File: src/rtl/ripple_alu_pkg.sv
package ripple_alu_pkg;

  localparam int CODE_W = 3;

  localparam logic [CODE_W-1:0] CODE_AND = 3'b000;
  localparam logic [CODE_W-1:0] CODE_OR  = 3'b001;
  localparam logic [CODE_W-1:0] CODE_ADD = 3'b010;
  localparam logic [CODE_W-1:0] CODE_SUB = 3'b110;
  localparam logic [CODE_W-1:0] CODE_SLT = 3'b111;

  typedef enum logic [1:0] {
    FN_AND  = 2'b00,
    FN_OR   = 2'b01,
    FN_SUM  = 2'b10,
    FN_LESS = 2'b11
  } slice_fn_t;

endpackage

File: src/rtl/alu_code_decode.sv
module alu_code_decode
  import ripple_alu_pkg::*;
(
  input  logic [CODE_W-1:0] code,
  output logic              negate,
  output slice_fn_t         fn,
  output logic              known,
  output logic              arith
);

  always_comb begin
    negate = code[2];
    fn     = slice_fn_t'(code[1:0]);
    known  = 1'b0;
    arith  = 1'b0;
    unique case (code)
      CODE_AND, CODE_OR, CODE_SLT: known = 1'b1;
      CODE_ADD, CODE_SUB: begin
        known = 1'b1;
        arith = 1'b1;
      end
      default: known = 1'b0;
    endcase
  end

endmodule

File: src/rtl/alu_bit_slice.sv
module alu_bit_slice
  import ripple_alu_pkg::*;
(
  input  logic      a,
  input  logic      b,
  input  logic      cin,
  input  logic      negate,
  input  logic      less,
  input  slice_fn_t fn,
  output logic      res,
  output logic      cout
);

  logic bx;
  logic sum;

  assign bx   = b ^ negate;
  assign sum  = a ^ bx ^ cin;
  assign cout = (a & bx) | (a & cin) | (bx & cin);

  always_comb begin
    unique case (fn)
      FN_AND:  res = a & bx;
      FN_OR:   res = a | bx;
      FN_SUM:  res = sum;
      FN_LESS: res = less;
      default: res = 1'b0;
    endcase
  end

endmodule

File: src/rtl/alu_top_slice.sv
module alu_top_slice
  import ripple_alu_pkg::*;
(
  input  logic      a,
  input  logic      b,
  input  logic      cin,
  input  logic      negate,
  input  logic      less,
  input  slice_fn_t fn,
  output logic      res,
  output logic      cout,
  output logic      set,
  output logic      ovf
);

  logic bx;
  logic sum;
  logic carry;

  assign bx    = b ^ negate;
  assign sum   = a ^ bx ^ cin;
  assign carry = (a & bx) | (a & cin) | (bx & cin);
  assign cout  = carry;
  // signed overflow: carry entering the sign bit differs from carry leaving it
  assign ovf   = cin ^ carry;
  // sign of the difference, corrected when the difference overflowed
  assign set   = sum ^ (cin ^ carry);

  always_comb begin
    unique case (fn)
      FN_AND:  res = a & bx;
      FN_OR:   res = a | bx;
      FN_SUM:  res = sum;
      FN_LESS: res = less;
      default: res = 1'b0;
    endcase
  end

endmodule

File: src/rtl/alu_slice_chain.sv
module alu_slice_chain
  import ripple_alu_pkg::*;
#(
  parameter int WIDTH = 32
) (
  input  logic [WIDTH-1:0] a,
  input  logic [WIDTH-1:0] b,
  input  logic             negate,
  input  slice_fn_t        fn,
  output logic [WIDTH-1:0] res,
  output logic             cout,
  output logic             ovf
);

  localparam int MSB = WIDTH - 1;

  logic [WIDTH:0] carry;
  logic           set_fb;

  // the negate line doubles as the carry into slice 0
  assign carry[0] = negate;
  assign cout     = carry[WIDTH];

  for (genvar i = 0; i < WIDTH; i++) begin : g_slice
    if (i == MSB) begin : g_top
      alu_top_slice u_top (
        .a      (a[i]),
        .b      (b[i]),
        .cin    (carry[i]),
        .negate (negate),
        .less   ((i == 0) ? set_fb : 1'b0),
        .fn     (fn),
        .res    (res[i]),
        .cout   (carry[i+1]),
        .set    (set_fb),
        .ovf    (ovf)
      );
    end else begin : g_low
      alu_bit_slice u_bit (
        .a      (a[i]),
        .b      (b[i]),
        .cin    (carry[i]),
        .negate (negate),
        .less   ((i == 0) ? set_fb : 1'b0),
        .fn     (fn),
        .res    (res[i]),
        .cout   (carry[i+1])
      );
    end
  end

endmodule

File: src/rtl/ripple_alu.sv
module ripple_alu
  import ripple_alu_pkg::*;
#(
  parameter int WIDTH = 32
) (
  input  logic              clk,
  input  logic              rst,
  input  logic [WIDTH-1:0]  op_a,
  input  logic [WIDTH-1:0]  op_b,
  input  logic [CODE_W-1:0] op_code,
  output logic [WIDTH-1:0]  res_q,
  output logic              zero_q,
  output logic              ovf_q,
  output logic              cout_q
);

  logic             negate;
  slice_fn_t        fn;
  logic             known;
  logic             arith;
  logic [WIDTH-1:0] chain_res;
  logic             chain_cout;
  logic             chain_ovf;
  logic [WIDTH-1:0] res_d;

  alu_code_decode u_dec (
    .code   (op_code),
    .negate (negate),
    .fn     (fn),
    .known  (known),
    .arith  (arith)
  );

  alu_slice_chain #(.WIDTH(WIDTH)) u_chain (
    .a      (op_a),
    .b      (op_b),
    .negate (negate),
    .fn     (fn),
    .res    (chain_res),
    .cout   (chain_cout),
    .ovf    (chain_ovf)
  );

  assign res_d = known ? chain_res : '0;

  always_ff @(posedge clk) begin
    if (rst) begin
      res_q  <= '0;
      zero_q <= 1'b0;
      ovf_q  <= 1'b0;
      cout_q <= 1'b0;
    end else begin
      res_q  <= res_d;
      zero_q <= ~|res_d;
      ovf_q  <= arith & chain_ovf;
      cout_q <= arith & chain_cout;
    end
  end

endmodule

File: config.mk
export PLATFORM = sky130hd
export DESIGN_NAME = ripple_alu
export DESIGN_NICKNAME = d
export VERILOG_FILES = /design/src/rtl/ripple_alu_pkg.sv /design/src/rtl/alu_code_decode.sv /design/src/rtl/alu_bit_slice.sv /design/src/rtl/alu_top_slice.sv /design/src/rtl/alu_slice_chain.sv /design/src/rtl/ripple_alu.sv
export SDC_FILE = /design/constraint.sdc
export NUM_CORES = 1
export LEC_CHECK = 0
export BUFFER_PORTS_ARGS = -buffer_cell sky130_fd_sc_hd__buf_2
export CAP_MARGIN = 20
export CORE_MARGIN = 1
export CORE_UTILIZATION = 48
export CTS_BUF_LIST = sky130_fd_sc_hd__clkbuf_4 sky130_fd_sc_hd__clkbuf_8 sky130_fd_sc_hd__clkbuf_16
export DETAILED_ROUTE_END_ITERATION = 8
export PLACE_DENSITY_LB_ADDON = 0.1
export SLEW_MARGIN = 20
export SYNTH_ARGS = -nofsm -noshare
export SYNTH_HDL_FRONTEND = slang
export SYNTH_SLANG_ARGS = --single-unit
File: constraint.sdc
create_clock -name clk -period 18.8 [get_ports clk]
set_input_delay 5.64 -clock clk [delete_from_list [all_inputs] [get_ports clk]]
set_output_delay 5.64 -clock clk [all_outputs]
set_load 0.03 [all_outputs]
==> results of run 1 <==
-- cell families after synthesis --
group	Yosys count	share of synthesized area (%)
compound gates	53	9.42
xor+xnor	33	7.88
fa+ha+maj	96	39.3
buf+inv	98	11.8
flops	35	19.1
mux	13	3.55
simple gates	74	8.94
-- final timing paths --
check	slack, ns	startpoint	to	cells past startpoint
max	0.45	op_code[2]	zero_q	41
min	5.72	op_code[1]	res_q[0]	3
-- area by class of cell --
| class | count | area (µm²) | share of cell area [%] |
|---|---|---|---|
| Clock buffer | 6 | 82.6 | 1.90 |
| Clock inverter | 1 | 5.00 | 0.115 |
| Inverter | 78 | 293 | 6.75 |
| Multi-Input combinational cell | 269 | 2550 | 58.8 |
| Sequential cell | 35 | 701 | 16.1 |
| Tap cell | 99 | 124 | 2.85 |
| Timing Repair Buffer | 112 | 583 | 13.4 |
-- Yosys cell counts (2+ instances only) --
cell type	count
inv_1	78
ha_1	64
nor2_1	56
dfxtp_1	35
xor2_1	33
fa_1	32
a22oi_1	29
a21oi_1	22
mux2i_1	13
buf_2	8
nand4_1	7
buf_6	4
clkbuf_1	4
nand2b_1	3
buf_4	2
nor3_1	2
-- where the power goes --
part           internal (mW)  total (mW)  switching [mW]  leakage, nW
Sequential            0.0800      0.0814         0.00138        0.287
Clock                 0.0287      0.0544          0.0257       0.0470
Combinational         0.0422       0.109          0.0671         2.07
-- sequential cells by signal (all words and copies together) (netlist names) --
register	count
cout_q	1
ovf_q	1
res_q	32
zero_q	1
-- cells in the final DEF (no fill, tap or decap), types with 2 or more instances in the layout --
cell,synthesis,routed
buf_2,8,103
fa_2,0,7
ha_1,64,64
a22oi_1,29,29
fa_1,32,25
buf_4,2,9
a21oi_1,22,22
nor3_1,2,2
clkbuf_8,0,6
xor2_1,33,33
nor2_1,56,56
dfxtp_1,35,35
nand4_1,7,7
inv_1,78,78
mux2i_1,13,13
nand2b_1,3,3
-- stage by stage --
| step | setup TNS [ns] | area (µm²) | cells | utilization (%) |
|---|---|---|---|---|
| finish | 0 | 4340 | 600 | 59.2 |
| CTS | 0 | 4320 | 600 | 59.0 |
| detailed placement | -0.149 | 4230 | 593 | 57.8 |
| global route | 0 | 4340 | 600 | 59.2 |
| global placement | 0 | 4230 | 593 | 57.8 |
| floorplan | 0 | 3670 | 402 | - |
-- metal layers --
metal	wire, µm	GRT usage (%)	up-vias
li1	-	-	1428
met1	3670	29.1	1331
met2	3690	33.9	96
met3	478	2.12	4
met4	46	5.34	0
met5	0	0	-
==> results.ini, run 1 <==
[setup_path]
critPathRequiredTime_ns=18.98
path_buf_inv=4
worstPathMaxFanout=4
critical-path-max-stage-delay_ns=0.42
critPathLaunchType=input port
critical_path.top_delay_family=adder cells
cp_data_arrival_time_ns=18.53
crit_top_cell=fa_1
critPathSlowestCell=fa_1
end_kind=flop
crit_type=in -> reg

[yosys]
synth_cells=402
synth_area_per_cell_um2=9.12
netlist_area_mm2=0.00367
ys_types=26
synthTopCellsByArea=ha_1 22%, dfxtp_1 19%, fa_1 17%
synth_seq_cells=35
synth_top_area_share_pct=21.8
synth_largest_area_cell=ha_1
yosysWarnings=0
synth_ff_type=dfxtp_1
synth_edf_count=0
syn_nets=567
async_flop_share_pct=0
ys_seq_area_share_pct=19.1

[power_and_ir_drop]
finalPower_mw=0.245
ir_worst_vdd_uv=22.7
p_per_area_mw_per_mm2=56.5
leakagePower_nw=2.40

[sta]
fmax_ghz=0.0545
setup_ws_ns=0.451
finalCriticalPeriod_ns=18.35
slew_violations=0
hold_slack_ns=5.72
tightest_slew_ns=0.647
fin_crit_sh_pct=97.6
hold_violations=0
slew_headroom_pct=56.8
rsz0062_at_grt=no
finalSetupViolations=0

[drt]
drt-initial-drc-count=123
firstDrtPassIters=4
vias=2859
wl_um=7890
viasPerCell=4.77
detail-route-antenna-nets=0
routedWlPerCell_um=13.2
drcViolationCount=0

[finish]
antennaDiodeCount=0
num-fill-cells=688
layout-drive-gt1-share_pct=25.7
nets=666
area_growth_pct=18.4

[clock_tree]
clk_pin_slew_ns=0.07
postCtsSetupRepairBufs=0
cts_hold_buffers=0
tritoncts=built
cts_buffers=5
ctsRootBufferMaster=clkbuf_8
clk_path_buf_depth=2
cts-resized-gates=0
htree_levels=2
clock-sinks=35

[floorplan]
ios=104
die_h_um=89.4
core-area_mm2=0.00733
initial_utilization_pct=50.0
rows=31
die_x_um=89.4
die_area_mm2=0.00799

[global_route]
antenna_found_initial=0
grt_overflow_total=0
grt_max_degree=57
grt_util_all_layers_pct=20.6
grt_first_pass_wirelength_um=12500
grt_pass1_vias=2678

[worst_hold_path]
hold_path_class=in -> reg

[placed_design]
gp_congestion=0.901
port_buffers=103
place_ws_ns=-0.149
dp_hpwl_um=6340

[run]
drv_cap=0

[status]
status=completed

No activity file was read; power rests on OpenSTA's default activity.
==> inputs of run 2 (changes only) <==
--- a/config.mk
+++ b/config.mk
@@ -5,10 +5,11 @@
 export SDC_FILE = /design/constraint.sdc
 export NUM_CORES = 1
 export LEC_CHECK = 0
+export ABC_CLOCK_PERIOD_IN_PS = 22200
 export BUFFER_PORTS_ARGS = -buffer_cell sky130_fd_sc_hd__buf_2
 export CAP_MARGIN = 20
 export CORE_MARGIN = 1
-export CORE_UTILIZATION = 48
+export CORE_UTILIZATION = 58
 export CTS_BUF_LIST = sky130_fd_sc_hd__clkbuf_4 sky130_fd_sc_hd__clkbuf_8 sky130_fd_sc_hd__clkbuf_16
 export DETAILED_ROUTE_END_ITERATION = 8
 export PLACE_DENSITY_LB_ADDON = 0.1
==> constraint.sdc (replaced) <==
create_clock -name clk -period 22.2 [get_ports clk]
set_input_delay 6.66 -clock clk [delete_from_list [all_inputs] [get_ports clk]]
set_output_delay 6.66 -clock clk [all_outputs]
set_load 0.03 [all_outputs]
==> results.ini, run 2 (same netlist as run 1, synthesis figures left out) <==
[status]
status=completed

[clock_tree]
clock-sinks=35
postCtsSetupRepairBufs=0
ctsRootBufferMaster=clkbuf_8
cts_buffers=5
htree_levels=2
cts_hold_buffers=0
tritoncts=built
clk_path_buf_depth=2
cts-resized-gates=0
clk_pin_slew_ns=0.07

[drt]
viasPerCell=4.98
detail-route-antenna-nets=0
met2_wirelength_um=3560
wl_um=7630
routedWlPerCell_um=13.4
drt-initial-drc-count=165
vias=2844
drcViolationCount=0
firstDrtPassIters=5
wl_met3_um=517
met1Wirelength_um=3450
highest_layer=met4

[setup_path]
path_buf_inv=3
critical-path-max-stage-delay_ns=0.44
critPathRequiredTime_ns=22.38
critPathLaunchType=input port
worstPathMaxFanout=24
critPathSlowestCell=fa_1
critical_path.top_delay_family=adder cells
crit_top_cell=fa_1
end_kind=flop
cp_data_arrival_time_ns=20.25
crit_type=in -> reg

[global_route]
antenna_found_initial=0
grt_overflow_total=0
grt_first_pass_wirelength_um=12400
grt_util_all_layers_pct=24.8
grt_pass1_vias=2609
grt_max_degree=57

[finish]
final_cell_area_mm2=0.00428
num-fill-cells=488
seqCellArea_um2=701
multi_input_area_mm2=0.00253
largest_reg_flops=32
final_common_cell=buf_2
largest_register=res_q
nets=660
antennaDiodeCount=0
layout-drive-gt1-share_pct=23.6
area_growth_pct=16.7
mostFrequentLayoutCells=103 x buf_2, 78 x inv_1, 64 x ha_1

[sta]
slew_headroom_pct=56.2
finalCriticalPeriod_ns=20.07
hold_violations=0
setup_ws_ns=2.13
slew_violations=0
fmax_ghz=0.0498
fin_crit_sh_pct=90.4
rsz0062_at_grt=no
setup_total_negative_slack_ns=0
hold_slack_ns=6.76
tightest_slew_ns=0.657
finalSetupViolations=0

[power_and_ir_drop]
ir_worst_vdd_uv=40.9
finalPower_mw=0.218
leakagePower_nw=2.39
p_per_area_mw_per_mm2=51.0

[placed_design]
gp_congestion=0.823
port_buffers=103
dp_hpwl_um=6100
place_ws_ns=1.89
placed_area_mm2=0.00416

[floorplan]
rows=28
initial_utilization_pct=60.8
die_h_um=81.5
ios=104
die_x_um=81.5
die_area_mm2=0.00664
core-area_mm2=0.00603

[run]
drv_cap=0

[worst_hold_path]
hold_path_class=in -> reg

## run 2: changes by cell type in the layout (fill, tap and decap cells not counted)
cell       change
fa_2           -7
bufinv_16      +1
buf_4          -6
fa_1           +7
## run 2: layout make-up
cell class,count,share of cell area [%]
Clock inverter,2,0.819
Sequential cell,35,16.4
Clock buffer,6,1.93
Timing Repair Buffer,106,12.6
Tap cell,75,2.19
Multi-Input combinational cell,269,59.2
Inverter,78,6.85
## run 2: per-stage QoR
| stage | cells | utilization, % |
|---|---|---|
| after floorplan | 402 | - |
| after global placement | 563 | 69.0 |
| after detailed placement | 563 | 69.0 |
| after CTS | 571 | 71.0 |
| after global routing | 571 | 71.0 |
| final | 571 | 71.0 |
## run 2: power by group
part | leakage, nW | switching [mW] | internal, mW | total, mW
registers | 0.287 | 0.00112 | 0.0677 | 0.0689
logic | 2.04 | 0.0563 | 0.0342 | 0.0905
clock network | 0.0612 | 0.0224 | 0.0363 | 0.0587
## run 2: final timing paths
check	start	end	slack [ns]	cells after the start
max	op_code[2]	zero_q	2.13	39
min	op_code[1]	res_q[0]	6.76	3
## run 2: routing by layer
metal  vias to the layer above  track usage (%)
met5                         -                0
met4                         0             7.68
met3                        10             4.22
met2                       107             40.4
met1                      1307             33.3
li1                       1420                -
==> inputs of run 3 (changes only) <==
--- a/config.mk
+++ b/config.mk
@@ -5,7 +5,7 @@
 export SDC_FILE = /design/constraint.sdc
 export NUM_CORES = 1
 export LEC_CHECK = 0
-export ABC_CLOCK_PERIOD_IN_PS = 22200
+export ABC_CLOCK_PERIOD_IN_PS = 23200
 export BUFFER_PORTS_ARGS = -buffer_cell sky130_fd_sc_hd__buf_2
 export CAP_MARGIN = 20
 export CORE_MARGIN = 1
==> constraint.sdc (replaced) <==
create_clock -name clk -period 23.2 [get_ports clk]
set_input_delay 6.96 -clock clk [delete_from_list [all_inputs] [get_ports clk]]
set_output_delay 6.96 -clock clk [all_outputs]
set_load 0.03 [all_outputs]
==> results.ini, run 3 (same netlist as run 1, synthesis figures left out) <==
[status]
status=completed

[setup_path]
critPathRequiredTime_ns=23.38
critical-path-max-stage-delay_ns=0.46
critPathLaunchType=input port
path_buf_inv=3
end_kind=flop
crit_top_cell=fa_1
critPathSlowestCell=buf_4
crit_type=in -> reg
worstPathMaxFanout=27
cp_data_arrival_time_ns=20.63
critical_path.top_delay_family=adder cells

[power_and_ir_drop]
swShare_pct=38.6
p_comb_share_pct=44.4
power.switching_mw=0.0763
leakagePower_nw=2.38
p_int_mw=0.121
ir_worst_vdd_uv=43.5
power_frac_seq_pct=33.3
power.share.clock_pct=22.3
p_per_area_mw_per_mm2=46.5

[finish]
area_growth_pct=15.8
final_cell_area_mm2=0.00425
final_common_cell=buf_2
largest_reg_flops=32
fin_cells=570
antennaDiodeCount=0
largest_register=res_q
mostFrequentLayoutCells=103 x buf_2, 78 x inv_1, 64 x ha_1
nets=660
final_util_pct=70.5
layout-drive-gt1-share_pct=23.4

[drt]
firstDrtPassIters=5
wl_um=7760
drcViolationCount=0
vias=2892
routedWlPerCell_um=13.6
detail-route-antenna-nets=0
drt-initial-drc-count=196
viasPerCell=5.07

[sta]
hold_violations=0
rsz0062_at_grt=no
fmax_ghz=0.0489
finalSetupViolations=0
setup_total_negative_slack_ns=0
slew_headroom_pct=57.4
setup_ws_ns=2.75
finalCriticalPeriod_ns=20.45
fin_crit_sh_pct=88.2
tightest_slew_ns=0.638
slew_violations=0

[floorplan]
initial_utilization_pct=60.8
ios=104
die_x_um=81.5
die_h_um=81.5
die_area_mm2=0.00664
rows=28
core-area_mm2=0.00603

[global_route]
antenna_found_initial=0
grt_first_pass_wirelength_um=12500
grt_pass1_vias=2696
grt_overflow_total=0
grt_max_degree=57
grt_util_all_layers_pct=24.9

[placed_design]
port_buffers=103
place_ws_ns=2.50
dp_hpwl_um=6260
placed_area_mm2=0.00416
placed_cells=563
gp_congestion=0.884

[clock_tree]
cts_buffers=5
cts_hold_buffers=0
clock-sinks=35
cts-resized-gates=0
htree_levels=2
tritoncts=built
postCtsSetupRepairBufs=0
ctsRootBufferMaster=clkbuf_8
clk_path_buf_depth=2
clk_pin_slew_ns=0.06

[worst_hold_path]
hold_path_class=in -> reg

[run]
drv_cap=0

==> run 3: changes by cell type in the layout (fill, tap and decap cells not counted), sizes merged <==
| cell | delta |
|---|---|
| bufinv | -1 |
==> run 3: metal layers <==
layer  GRT usage [%]  up-vias  wire [µm]
li1                -     1413          -
met1            33.7     1363       3440
met2            42.0      107       3760
met3            3.44        9        469
met4            5.71        0         88
met5               0        -          0
==> run 3: power groups by stage <==
stage | logic (mW) | registers [mW] | clock network, mW
6_report | 0.0876 | 0.0659 | 0.0440
4_1_cts | 0.0879 | 0.0659 | 0.0449
5_1_grt | 0.0990 | 0.0664 | 0.0475
2_1_floorplan | 0.0506 | 0.0771 | 0
3_5_place_dp | 0.0876 | 0.0673 | 0
3_3_place_gp | 0.0838 | 0.0671 | 0
==> run 3: worst paths after layout <==
path / depth (start not counted) / end / slack (ns) / from
setup / recovery: 39 / zero_q / 2.75 / op_code[2]
hold / removal: 3 / res_q[0] / 7.04 / op_code[1]
==> run 3: metrics by stage <==
step                power [mW]  hold slack [ns]
floorplan                0.128             7.13
global placement         0.151             7.32
detailed placement       0.155             7.32
CTS                      0.199             7.03
global route             0.213             7.06
finish                   0.198             7.04
==> run 3: cell type report <==
cell class                      instances  area (µm²)
Clock buffer                            6        82.6
Clock inverter                          1        5.00
Fill cell                             510        1780
Inverter                               78         293
Multi-Input combinational cell        269        2530
Sequential cell                        35         701
Tap cell                               75        93.8
Timing Repair Buffer                  106         538
